<file path="config.mk">
export PLATFORM = sky130hd
export DESIGN_NAME = tpc_tok_seq
export DESIGN_NICKNAME = d
export VERILOG_FILES = /design/src/rtl/tkseq_pkg.sv /design/src/rtl/tkseq_clkgen.sv /design/src/rtl/tkseq_shadow.sv /design/src/rtl/tkseq_ctrl.sv /design/src/rtl/tpc_tok_seq.sv
export SDC_FILE = /design/constraint.sdc
export NUM_CORES = 1
export LEC_CHECK = 0
export ABC_CLOCK_PERIOD_IN_PS = 8700
export CAP_MARGIN = 15
export CORE_ASPECT_RATIO = 0.6
export CORE_MARGIN = 2
export CORE_UTILIZATION = 50
export DETAILED_ROUTE_END_ITERATION = 16
export PLACE_DENSITY_LB_ADDON = 0.15
export SLEW_MARGIN = 20
export SYNTH_ARGS = -nofsm -noshare
export SYNTH_HDL_FRONTEND = slang
export SYNTH_HIERARCHICAL = 1
export SYNTH_SLANG_ARGS = --single-unit
</file>
<file path="constraint.sdc">
create_clock -name clk -period 8.7 [get_ports clk]
set_clock_uncertainty 0.05 [all_clocks]
set_input_delay 2.175 -clock clk [delete_from_list [all_inputs] [get_ports clk]]
set_output_delay 2.175 -clock clk [all_outputs]
set_load 0.03 [all_outputs]
</file>
<file path="src/rtl/tkseq_pkg.sv">
`timescale 1ns/1ps
package tkseq_pkg;
  typedef enum logic [1:0] {
    ST_IDLE = 2'd0,
    ST_RUN  = 2'd1,
    ST_WAIT = 2'd2
  } seq_state_t;
endpackage

</file>
<file path="src/rtl/tkseq_clkgen.sv">
`timescale 1ns/1ps
// Gated serial clock: high for the first half of each period, low otherwise
module tkseq_clkgen #(
  parameter int DIV = 8
) (
  input  logic clk,
  input  logic rst,
  input  logic run,
  output logic sclk,
  output logic rise,
  output logic fall
);
  localparam int HALF = DIV / 2;
  localparam int CW   = $clog2(DIV);

  logic [CW-1:0] cnt;

  always_ff @(posedge clk) begin
    if (rst || !run) begin
      cnt  <= '0;
      sclk <= 1'b0;
      rise <= 1'b0;
      fall <= 1'b0;
    end else begin
      cnt  <= (cnt == CW'(DIV - 1)) ? '0 : cnt + 1'b1;
      sclk <= (cnt < CW'(HALF));
      rise <= (cnt == '0);
      fall <= (cnt == CW'(HALF));
    end
  end


  idle_clk_low_chk: assert property (@(posedge clk) disable iff (rst)
    !run |=> !sclk);

  edge_excl_chk: assert property (@(posedge clk) disable iff (rst)
    !(rise && fall));
endmodule

</file>
<file path="src/rtl/tkseq_shadow.sv">
`timescale 1ns/1ps
// Configuration shadow: word-addressed writes into a flat frame image
module tkseq_shadow #(
  parameter int NCH   = 32,
  parameter int FW    = 6,
  parameter int WORDW = 32
) (
  input  logic                 clk,
  input  logic                 rst,
  input  logic                 we,
  input  logic                 lock,
  input  logic [$clog2(((NCH*FW+1)+WORDW-1)/WORDW)-1:0] addr,
  input  logic [WORDW-1:0]     wdata,
  output logic [NCH*FW:0]      flat
);
  localparam int FRAME = NCH * FW + 1;
  localparam int NWORD = (FRAME + WORDW - 1) / WORDW;
  localparam int AW    = $clog2(NWORD);

  for (genvar i = 0; i < FRAME; i++) begin : g_bit
    always_ff @(posedge clk) begin
      if (rst)
        flat[i] <= 1'b0;
      else if (we && !lock && addr == AW'(i / WORDW))
        flat[i] <= wdata[i % WORDW];
    end
  end


  locked_hold_chk: assert property (@(posedge clk) disable iff (rst)
    (lock && $past(lock)) |-> $stable(flat));
endmodule

</file>
<file path="src/rtl/tkseq_ctrl.sv">
`timescale 1ns/1ps
module tkseq_ctrl
  import tkseq_pkg::*;
#(
  parameter int NCH      = 32,
  parameter int FW       = 6,
  parameter int DIV      = 8,
  parameter int TMO_SCLK = 16
) (
  input  logic                   clk,
  input  logic                   rst,
  input  logic                   cmd_valid,
  input  logic                   cmd_read,
  input  logic                   cmd_sel,
  input  logic [NCH*FW:0]        frame,
  input  logic                   tko_a,
  input  logic                   tko_b,
  input  logic                   rise,
  input  logic                   fall,
  output logic                   run,
  output logic                   busy,
  output logic                   done,
  output logic                   err,
  output logic                   sdo,
  output logic                   rw,
  output logic                   tki_a,
  output logic                   tki_b,
  output logic                   conv_stb,
  output logic [$clog2(NCH)-1:0] conv_chan
);
  localparam int FRAME   = NCH * FW + 1;
  localparam int IW      = $clog2(FRAME);
  localparam int NRW     = $clog2(FRAME + 1);
  localparam int CHW     = $clog2(NCH);
  localparam int PW      = $clog2(NCH + 1);
  localparam int SW      = $clog2(FW);
  localparam int TMO_CYC = TMO_SCLK * DIV;
  localparam int TW      = $clog2(TMO_CYC + 1);

  seq_state_t     state;
  logic           sel_q, rd_q, seen_q;
  logic [NRW-1:0] nrise;
  logic [PW-1:0]  ch_q, ch_n;
  logic [SW-1:0]  sub_q, sub_n;
  logic [IW-1:0]  idx_n;
  logic           bit_n;
  logic [TW-1:0]  wcnt;
  logic [1:0]     tko_a_sy, tko_b_sy;
  logic           tko_now;
  logic [NRW-1:0] len;

  // two-stage capture of the asynchronous token outputs
  always_ff @(posedge clk) begin
    if (rst) begin
      tko_a_sy <= '0;
      tko_b_sy <= '0;
    end else begin
      tko_a_sy <= {tko_a_sy[0], tko_a};
      tko_b_sy <= {tko_b_sy[0], tko_b};
    end
  end
  assign tko_now = sel_q ? tko_b_sy[1] : tko_a_sy[1];
  assign len     = rd_q ? NRW'(NCH + 1) : NRW'(FRAME);

  // next frame pointer and the bit it selects
  always_comb begin
    if (sub_q == SW'(FW - 1)) begin
      ch_n  = ch_q + 1'b1;
      sub_n = '0;
    end else begin
      ch_n  = ch_q;
      sub_n = sub_q + 1'b1;
    end
    idx_n = IW'(ch_n) * IW'(FW) + IW'(FW - 1) - IW'(sub_n);
    bit_n = (ch_n >= PW'(NCH)) ? frame[FRAME-1] : frame[idx_n];
  end

  always_ff @(posedge clk) begin
    if (rst) begin
      state     <= ST_IDLE;
      run       <= 1'b0;
      busy      <= 1'b0;
      done      <= 1'b0;
      err       <= 1'b0;
      sdo       <= 1'b0;
      rw        <= 1'b0;
      tki_a     <= 1'b0;
      tki_b     <= 1'b0;
      conv_stb  <= 1'b0;
      conv_chan <= '0;
      sel_q     <= 1'b0;
      rd_q      <= 1'b0;
      seen_q    <= 1'b0;
      nrise     <= '0;
      ch_q      <= '0;
      sub_q     <= '0;
      wcnt      <= '0;
    end else begin
      done     <= 1'b0;
      conv_stb <= 1'b0;
      case (state)
        ST_IDLE: begin
          if (cmd_valid) begin
            state  <= ST_RUN;
            run    <= 1'b1;
            busy   <= 1'b1;
            rw     <= cmd_read;
            rd_q   <= cmd_read;
            sel_q  <= cmd_sel;
            tki_a  <= !cmd_sel;
            tki_b  <= cmd_sel;
            sdo    <= cmd_read ? 1'b0 : frame[FW-1];
            nrise  <= '0;
            ch_q   <= '0;
            sub_q  <= '0;
            seen_q <= 1'b0;
          end
        end
        ST_RUN: begin
          if (tko_now) seen_q <= 1'b1;
          if (rise) begin
            nrise <= nrise + 1'b1;
            if (nrise != '0) begin
              tki_a <= 1'b0;
              tki_b <= 1'b0;
              if (!rd_q) begin
                ch_q  <= ch_n;
                sub_q <= sub_n;
                sdo   <= bit_n;
              end
            end
            if (rd_q && nrise < NRW'(NCH)) begin
              conv_stb  <= 1'b1;
              conv_chan <= nrise[CHW-1:0];
            end
          end
          if (fall && nrise == len) begin
            run   <= 1'b0;
            sdo   <= 1'b0;
            wcnt  <= '0;
            state <= ST_WAIT;
          end
        end
        ST_WAIT: begin
          if (tko_now || seen_q) begin
            done  <= 1'b1;
            busy  <= 1'b0;
            rw    <= 1'b0;
            state <= ST_IDLE;
          end else if (wcnt == TW'(TMO_CYC - 1)) begin
            err   <= 1'b1;
            busy  <= 1'b0;
            rw    <= 1'b0;
            state <= ST_IDLE;
          end else begin
            wcnt <= wcnt + 1'b1;
          end
        end
        default: state <= ST_IDLE;
      endcase
    end
  end


  one_token_chk: assert property (@(posedge clk) disable iff (rst)
    !(tki_a && tki_b));

  token_in_seq_chk: assert property (@(posedge clk) disable iff (rst)
    (tki_a || tki_b) |-> busy);

  sdo_after_rise_chk: assert property (@(posedge clk) disable iff (rst)
    (state == ST_RUN && $past(state) == ST_RUN && sdo != $past(sdo)) |-> $past(rise));

  stb_read_only_chk: assert property (@(posedge clk) disable iff (rst)
    conv_stb |-> rw);

  done_pulse_chk: assert property (@(posedge clk) disable iff (rst)
    done |=> !done);

  done_idle_chk: assert property (@(posedge clk) disable iff (rst)
    done |-> !busy);

  err_sticky_chk: assert property (@(posedge clk) disable iff (rst)
    $past(err) |-> err);

  busy_cmd_ignored_chk: assert property (@(posedge clk) disable iff (rst)
    (busy && cmd_valid) |=> ($stable(sel_q) && $stable(rd_q)));
endmodule

</file>
<file path="src/rtl/tpc_tok_seq.sv">
`timescale 1ns/1ps
module tpc_tok_seq #(
  parameter int NCH      = 32,
  parameter int FW       = 6,
  parameter int DIV      = 8,
  parameter int TMO_SCLK = 16,
  parameter int WORDW    = 32,
  localparam int FRAME   = NCH * FW + 1,
  localparam int AW      = $clog2((FRAME + WORDW - 1) / WORDW),
  localparam int CHW     = $clog2(NCH)
) (
  input  logic             clk,
  input  logic             rst,
  input  logic             cmd_valid,
  input  logic             cmd_read,
  input  logic             cmd_sel,
  input  logic             cfg_we,
  input  logic [AW-1:0]    cfg_addr,
  input  logic [WORDW-1:0] cfg_wdata,
  input  logic             tko_a,
  input  logic             tko_b,
  output logic             busy,
  output logic             done,
  output logic             err,
  output logic             asic_sclk,
  output logic             asic_sdo,
  output logic             asic_rw,
  output logic             tki_a,
  output logic             tki_b,
  output logic             conv_stb,
  output logic [CHW-1:0]   conv_chan
);
  logic [FRAME-1:0] frame;
  logic             run, rise, fall;

  tkseq_shadow #(.NCH(NCH), .FW(FW), .WORDW(WORDW)) u_shadow (
    .clk(clk), .rst(rst), .we(cfg_we), .lock(busy),
    .addr(cfg_addr), .wdata(cfg_wdata), .flat(frame)
  );

  tkseq_clkgen #(.DIV(DIV)) u_clkgen (
    .clk(clk), .rst(rst), .run(run),
    .sclk(asic_sclk), .rise(rise), .fall(fall)
  );

  tkseq_ctrl #(.NCH(NCH), .FW(FW), .DIV(DIV), .TMO_SCLK(TMO_SCLK)) u_ctrl (
    .clk(clk), .rst(rst),
    .cmd_valid(cmd_valid), .cmd_read(cmd_read), .cmd_sel(cmd_sel),
    .frame(frame), .tko_a(tko_a), .tko_b(tko_b),
    .rise(rise), .fall(fall), .run(run),
    .busy(busy), .done(done), .err(err),
    .sdo(asic_sdo), .rw(asic_rw), .tki_a(tki_a), .tki_b(tki_b),
    .conv_stb(conv_stb), .conv_chan(conv_chan)
  );


  reset_quiet_chk: assert property (@(posedge clk)
    $past(rst) |-> !(busy || done || err || asic_sclk || tki_a || tki_b || conv_stb));
endmodule

</file>
==> qor.csv, run 1 <==
metric,value,unit
clock.fmax,188.3,MHz
max_cap_viol_count,0,
yosysSeqAreaShare,0.4019,
clockBufferDepth,3,
dr.pass1.iters,5,
path_clk_slew,0.07,ns
antenna_cells,0,
placedCellCount,1474,
synth.distinct_cells,73,
synth_flop_cell,dfxtp_1,
worstPathCellList,nand4b_1 -> or3_4 -> nand2_1 -> ha_1 -> a21o_1 -> or4_1 -> o311ai_0 -> and2_1 -> nor3_1 -> xnor2_1 -> ha_1 -> nand2_1 -> a21oi_1 -> a211oi_1 -> a22oi_1 -> o311ai_4 -> xor2_1 -> a211oi_1 -> a211oi_1,
holdCritPathClass,reg2reg,
report.final.slew_viol_count,0,
die_area,25920,sq um
cpPeakStageDelay,0.70,ns
final_net_count,1242,
drive_gt1_frac,0.09281,
routed_wl,30.03,mm
async_flop_share,0,
port_buffers,56,
num_rows,44,
seq_area,4949,sq um
syn_to_final_growth,11.30,%
multi_input_area,6808,sq um
wire_per_inst,19.78,um
num_vias,8533,
crit_fanout,28,
criticalPathCategory,reg2reg,
utilization,0.5666,
place.gp.congestion,0.8442,
worst_slew_pin_slew,1.110,ns
worstSkewPairLatency,0.53,ns
cts_buffers,24,
crit_path_frequent_cell,a211oi_1,
r2r_slack,3.39,ns
grt_pass1_wl,47.62,mm
coreArea,24170,sq um
powerDensity,177.9,nW/um^2
antenna_found_initial,0,
status,finished clean,
grt_max_degree,218,
postCtsHoldBufs,0,
post-route-min-period,5.310,ns
startpoint_type,register,
hold_viol,0,
grt_usage,0.2340,
syn_inst,1162,
cts_resized,0,
grt_pass1_vias,8186,
post_drt_via_cell_ratio,5.621,
synth.area.top_cells,"dfxtp_1, mux2i_1, nand2b_1, mux4_2, ha_1",
io_pins,57,
slowest_stage,dfxtp_4,
clock-sinks,247,
dp_hpwl,20.08,mm
netlist_top_cells_count,"dfxtp_1, nand2b_1, mux2i_1, nor2_1, mux4_2",
ir_drop,0.0001053,V
syn_avg_cell_area,10.59,sq um
grt.overflow.total,0,
rsz0062_at_grt,no,
drt_first_iter_violations,716,
synth_area,12300,sq um
start_util,0.5091,
final_cell_count_no_fill,1518,
yosys.cell_count.top_type,dfxtp_1,
clockRootBuffer,clkbuf_16,
max-slew-margin-rel,0.2576,
worst_ep_arrival_time,5.70,ns
finalWorstSetupSlack,3.390,ns
synth_edf_count,0,
dp_slack,3.394,ns
syn_nets,1226,
post-synth-top-area-cell,dfxtp_1,
post_cts_buffers,0,
cts_tree,done,
end_kind,register,
die_x,206.5,um
synth.ff_latch_count,247,
route.detailed.drc,0,
synth_top_area_share,0.4019,
setup_tns,0,ns
fin_hold_ws,0.3916,ns
finalCritPeriodShare,0.6103,
ant_nets,0,
die_y,125.5,um
power.leakage,5.845,nW
h-tree-depth,1,
cp_data_required_time,9.09,ns
yosysWarnings,6,
fillers,2089,
setup_violations,0,
area by class of cell:
class                   count  area share
flip-flops and latches    247      0.3614
multi-input cells         820      0.4971
inverters                  23    0.006304
clock buffers              38     0.05208
clock inverters             6    0.008497
repair buffers             62     0.04523
well taps                 322     0.02942
critical path: cells and delay by family (launching register included):
family	cells	cell delay [ns]
flops	1	0.70
fa+ha+maj	2	0.64
simple gates	7	1.96
xor+xnor	2	0.36
compound gates	8	1.50
layer usage:
| metal | global-route usage | vias to the layer above | part of all wire |
|---|---|---|---|
| met4 | 0.03571 | 0 | 0.013 |
| met5 | 0 | - | 0 |
| met2 | 0.3069 | 200 | 0.38 |
| met3 | 0.03989 | 30 | 0.059 |
| li1 | - | 4125 | - |
| met1 | 0.3942 | 4178 | 0.55 |
kinds of logic after synthesis:
kind of cell / synth area share
xor gates and xnor gates: 0.01708
adders and majority gates: 0.02196
DFF: 0.4019
and+or+nand+nor: 0.1950
buffers and inverters: 0.04545
AOI/OAI and AO/OA: 0.06091
muxes: 0.2577
metrics by stage:
stage | total power [W] | area, sq um
after floorplan | 0.001304 | 12300
after global placement | 0.001361 | 12860
after detailed placement | 0.001362 | 12860
after CTS | 0.002456 | 13690
after global routing | 0.002515 | 13690
final | 0.002436 | 13690
flip-flops by register name (all words and copies together) (netlist names), 3 cells and up:
signal / cells
u_clkgen/cnt: 3
u_ctrl/nrise: 8
u_ctrl/sub_q: 3
u_ctrl/wcnt: 8
u_shadow/flat: 193
u_ctrl/ch_q: 6
u_ctrl/conv_chan: 5
final timing paths:
check,end,startpoint,depth (start not counted)
worst max-delay path,u_ctrl/sdo,u_ctrl/sub_q[0],19
worst min-delay path,u_ctrl/tko_a_sy[1],u_ctrl/tko_a_sy[0],1
worst max register to register,u_ctrl/sdo,u_ctrl/sub_q[0],19
worst min register to register,u_ctrl/tko_a_sy[1],u_ctrl/tko_a_sy[0],1
cell usage in the layout (no fill, tap or decap), drive strengths merged, types with 16 or more instances in the layout:
master and instances:
a21oi 21, mux4 45, nand2 39, ha 20, mux2i 211, nand3 16
clkdlybuf4s50 55, nor3 16, clkbuf 38, dfxtp 247, inv 23, nand2b 231
nor2 55
where the power goes:
part	leakage (nW)	internal [W]	switching [W]	total [W]
registers	2.00	0.00115	0.0000168	0.00117
clock network	0.405	0.000652	0.000446	0.00110
logic	3.44	0.0000780	0.0000898	0.000168
total	5.85	0.00188	0.000553	0.00244
(Power assumes the default switching activity.)
==> run 2: changes to the inputs <==
--- a/config.mk
+++ b/config.mk
@@ -5,7 +5,7 @@
 export SDC_FILE = /design/constraint.sdc
 export NUM_CORES = 1
 export LEC_CHECK = 0
-export ABC_CLOCK_PERIOD_IN_PS = 8700
+export ABC_CLOCK_PERIOD_IN_PS = 5550
 export CAP_MARGIN = 15
 export CORE_ASPECT_RATIO = 0.6
 export CORE_MARGIN = 2
==> constraint.sdc (replaced) <==
create_clock -name clk -period 5.55 [get_ports clk]
set_clock_uncertainty 0.05 [all_clocks]
set_input_delay 1.3875 -clock clk [delete_from_list [all_inputs] [get_ports clk]]
set_output_delay 1.3875 -clock clk [all_outputs]
set_load 0.03 [all_outputs]
==> run 2 against run 1 <==
  * Routed wire length decreased by 0.58%
  * Sequential power up 56%
  * Critical path depth grew 1
  * Non-clock buffer count grew 13
  * Highest routed layer unchanged
  * Critical endpoint unchanged
  * Core utilization is 0.27 points higher
  * First-iteration DRC count unchanged
  * Register-to-register slack got worse by 2.7 ns
  * Flip-flop and latch count unchanged
  * Global-route usage rose by 0.11 points
  * Combinational power is 58% higher
==> qor.csv, run 2 (synthesis results as in run 1) <==
metric,value,unit
cp-endpoint,u_ctrl/sdo,
num_rows,44,
final_net_count,1255,
powerDensity,274.8,nW/um^2
clockBufferDepth,3,
rsz0062_at_grt,no,
cp_data_required_time,5.91,ns
layout_commonest_cell,dfxtp_1,
setup_violations,0,
postCtsHoldBufs,0,
cpPeakStageDelay,0.54,ns
power.leakage,5.887,nW
worstSkewPairLatency,0.54,ns
route.detailed.drc,0,
die_y,125.5,um
place.gp.congestion,0.8979,
post-route-min-period,4.868,ns
max-slew-margin-rel,0.2532,
hold_viol,0,
num_vias,8583,
regMostFlops,u_shadow/flat,
port_buffers,56,
coreArea,24170,sq um
die_area,25920,sq um
drt_first_iter_violations,716,
clockRootBuffer,clkbuf_16,
io_pins,57,
grt.overflow.total,0,
routed_wl,29.86,mm
reg2regPathDepth,20,
grt_pass1_wl,47.75,mm
holdCritPathClass,reg2reg,
r2r_slack,0.68,ns
crit_path_frequent_cell,a211oi_1,
start_util,0.5091,
layout_common_cells,"dfxtp_1, nand2b_1, mux2i_1, clkdlybuf4s50_1, nor2_1",
die_x,206.5,um
r2r_end,u_ctrl/sdo,
startpoint_type,register,
min_from,u_ctrl/tko_a_sy[0],
drive_gt1_frac,0.1035,
worstPathCellList,nand4b_1 -> buf_4 -> or3_4 -> nand2_1 -> ha_1 -> a21o_1 -> or4_1 -> o311ai_0 -> and2_1 -> nor3_1 -> xnor2_1 -> ha_1 -> nand2_1 -> a21oi_1 -> a211oi_1 -> a22oi_1 -> o311ai_4 -> xor2_1 -> a211oi_1 -> a211oi_1,
finalCritPeriodShare,0.8771,
placedCellCount,1485,
cts_resized,0,
path_clk_slew,0.06,ns
cts_tree,done,
report.final.slew_viol_count,0,
final_cell_count_no_fill,1530,
slowest_stage,dfxtp_4,
worst_ep_arrival_time,5.23,ns
clock-sinks,247,
grt_max_degree,127,
end_kind,register,
startpoint,u_ctrl/sub_q[0],
post_drt_via_cell_ratio,5.610,
post_cts_buffers,0,
worst_slew_pin_slew,1.116,ns
crit_fanout,17,
wire_per_inst,19.51,um
ant_nets,0,
antenna_cells,0,
max_cap_viol_count,0,
h-tree-depth,1,
ir_drop,0.0002191,V
fin_hold_ws,0.3875,ns
cts_buffers,24,
largest_register_ffs,193,
grt_pass1_vias,8487,
setup_tns,0,ns
antenna_found_initial,0,
dp_hpwl,20.48,mm
syn_to_final_growth,11.83,%
criticalPathCategory,reg2reg,
reg_top3,"u_shadow/flat: 193 flops, u_ctrl/nrise: 8 flops, u_ctrl/wcnt: 8 flops",
dr.pass1.iters,4,
status,finished clean,
r2r_start,u_ctrl/sub_q[0],
clock.fmax,205.4,MHz
grt_usage,0.2350,
==> run 2: critical path, delay by kind of cell, from the launching register on <==
kind                       cells  cell delay, ns
adders and majority gates      2            0.66
AOI/OAI and AO/OA              8            1.46
and+or+nand+nor                7            1.51
DFF                            1            0.54
buffers and inverters          1            0.19
xor gates and xnor gates       2            0.32
==> run 2: area by class of cell <==
class / count / area [sq um]
Multi-Input combinational cell: 820 / 6803
Fill cell: 2109 / 10410
Sequential cell: 247 / 4949
Clock buffer: 36 / 705.7
Tap cell: 322 / 402.9
Timing Repair Buffer: 75 / 716.9
Inverter: 23 / 86.33
Clock inverter: 7 / 96.34
==> run 2: worst min-delay path by stage <==
stage	to	slack, ns	depth (start not counted)
4_1_cts	u_ctrl/tko_a_sy[1]	0.39	1
3_3_place_gp	u_ctrl/tko_b_sy[1]	0.37	1
6_report	u_ctrl/tko_a_sy[1]	0.39	1
5_1_grt	u_ctrl/tko_a_sy[1]	0.41	1
2_1_floorplan	u_ctrl/tko_a_sy[1]	0.36	1
3_5_place_dp	u_ctrl/tko_a_sy[1]	0.37	1
==> run 2: power breakdown <==
group	internal [W]	switching, W	total [W]
sequential	0.00181	0.0000251	0.00183
clock	0.000972	0.000709	0.00168
combinational	0.000124	0.000142	0.000266
total	0.00291	0.000875	0.00378
==> run 2: layer usage <==
metal,routed length [um],up-vias,track usage
met3,1787,40,0.04640
li1,-,4153,-
met4,461,0,0.04370
met1,16060,4193,0.3806
met2,11550,197,0.3183
met5,0,-,0
==> run 2: through the flow <==
stage | total power [W] | util | instance area [sq um] | worst slack, ns
3_5_place_dp | 0.002137 | 0.5355 | 12940 | 0.4643
3_3_place_gp | 0.002135 | 0.5355 | 12940 | 0.5895
2_1_floorplan | 0.002044 | - | 12300 | 1.295
6_report | 0.003781 | 0.5693 | 13760 | 0.6819
5_1_grt | 0.003913 | 0.5693 | 13760 | 0.2676
4_1_cts | 0.003815 | 0.5687 | 13740 | 0.4518
==> run 3: changes to the inputs <==
--- a/config.mk
+++ b/config.mk
@@ -11,6 +11,7 @@
 export CORE_MARGIN = 2
 export CORE_UTILIZATION = 50
 export DETAILED_ROUTE_END_ITERATION = 16
+export HOLD_SLACK_MARGIN = 0.12
 export PLACE_DENSITY_LB_ADDON = 0.15
 export SLEW_MARGIN = 20
 export SYNTH_ARGS = -nofsm -noshare
==> results of run 3 <==
Same layout as run 2: the final DEF is identical, and so are final timing and power.
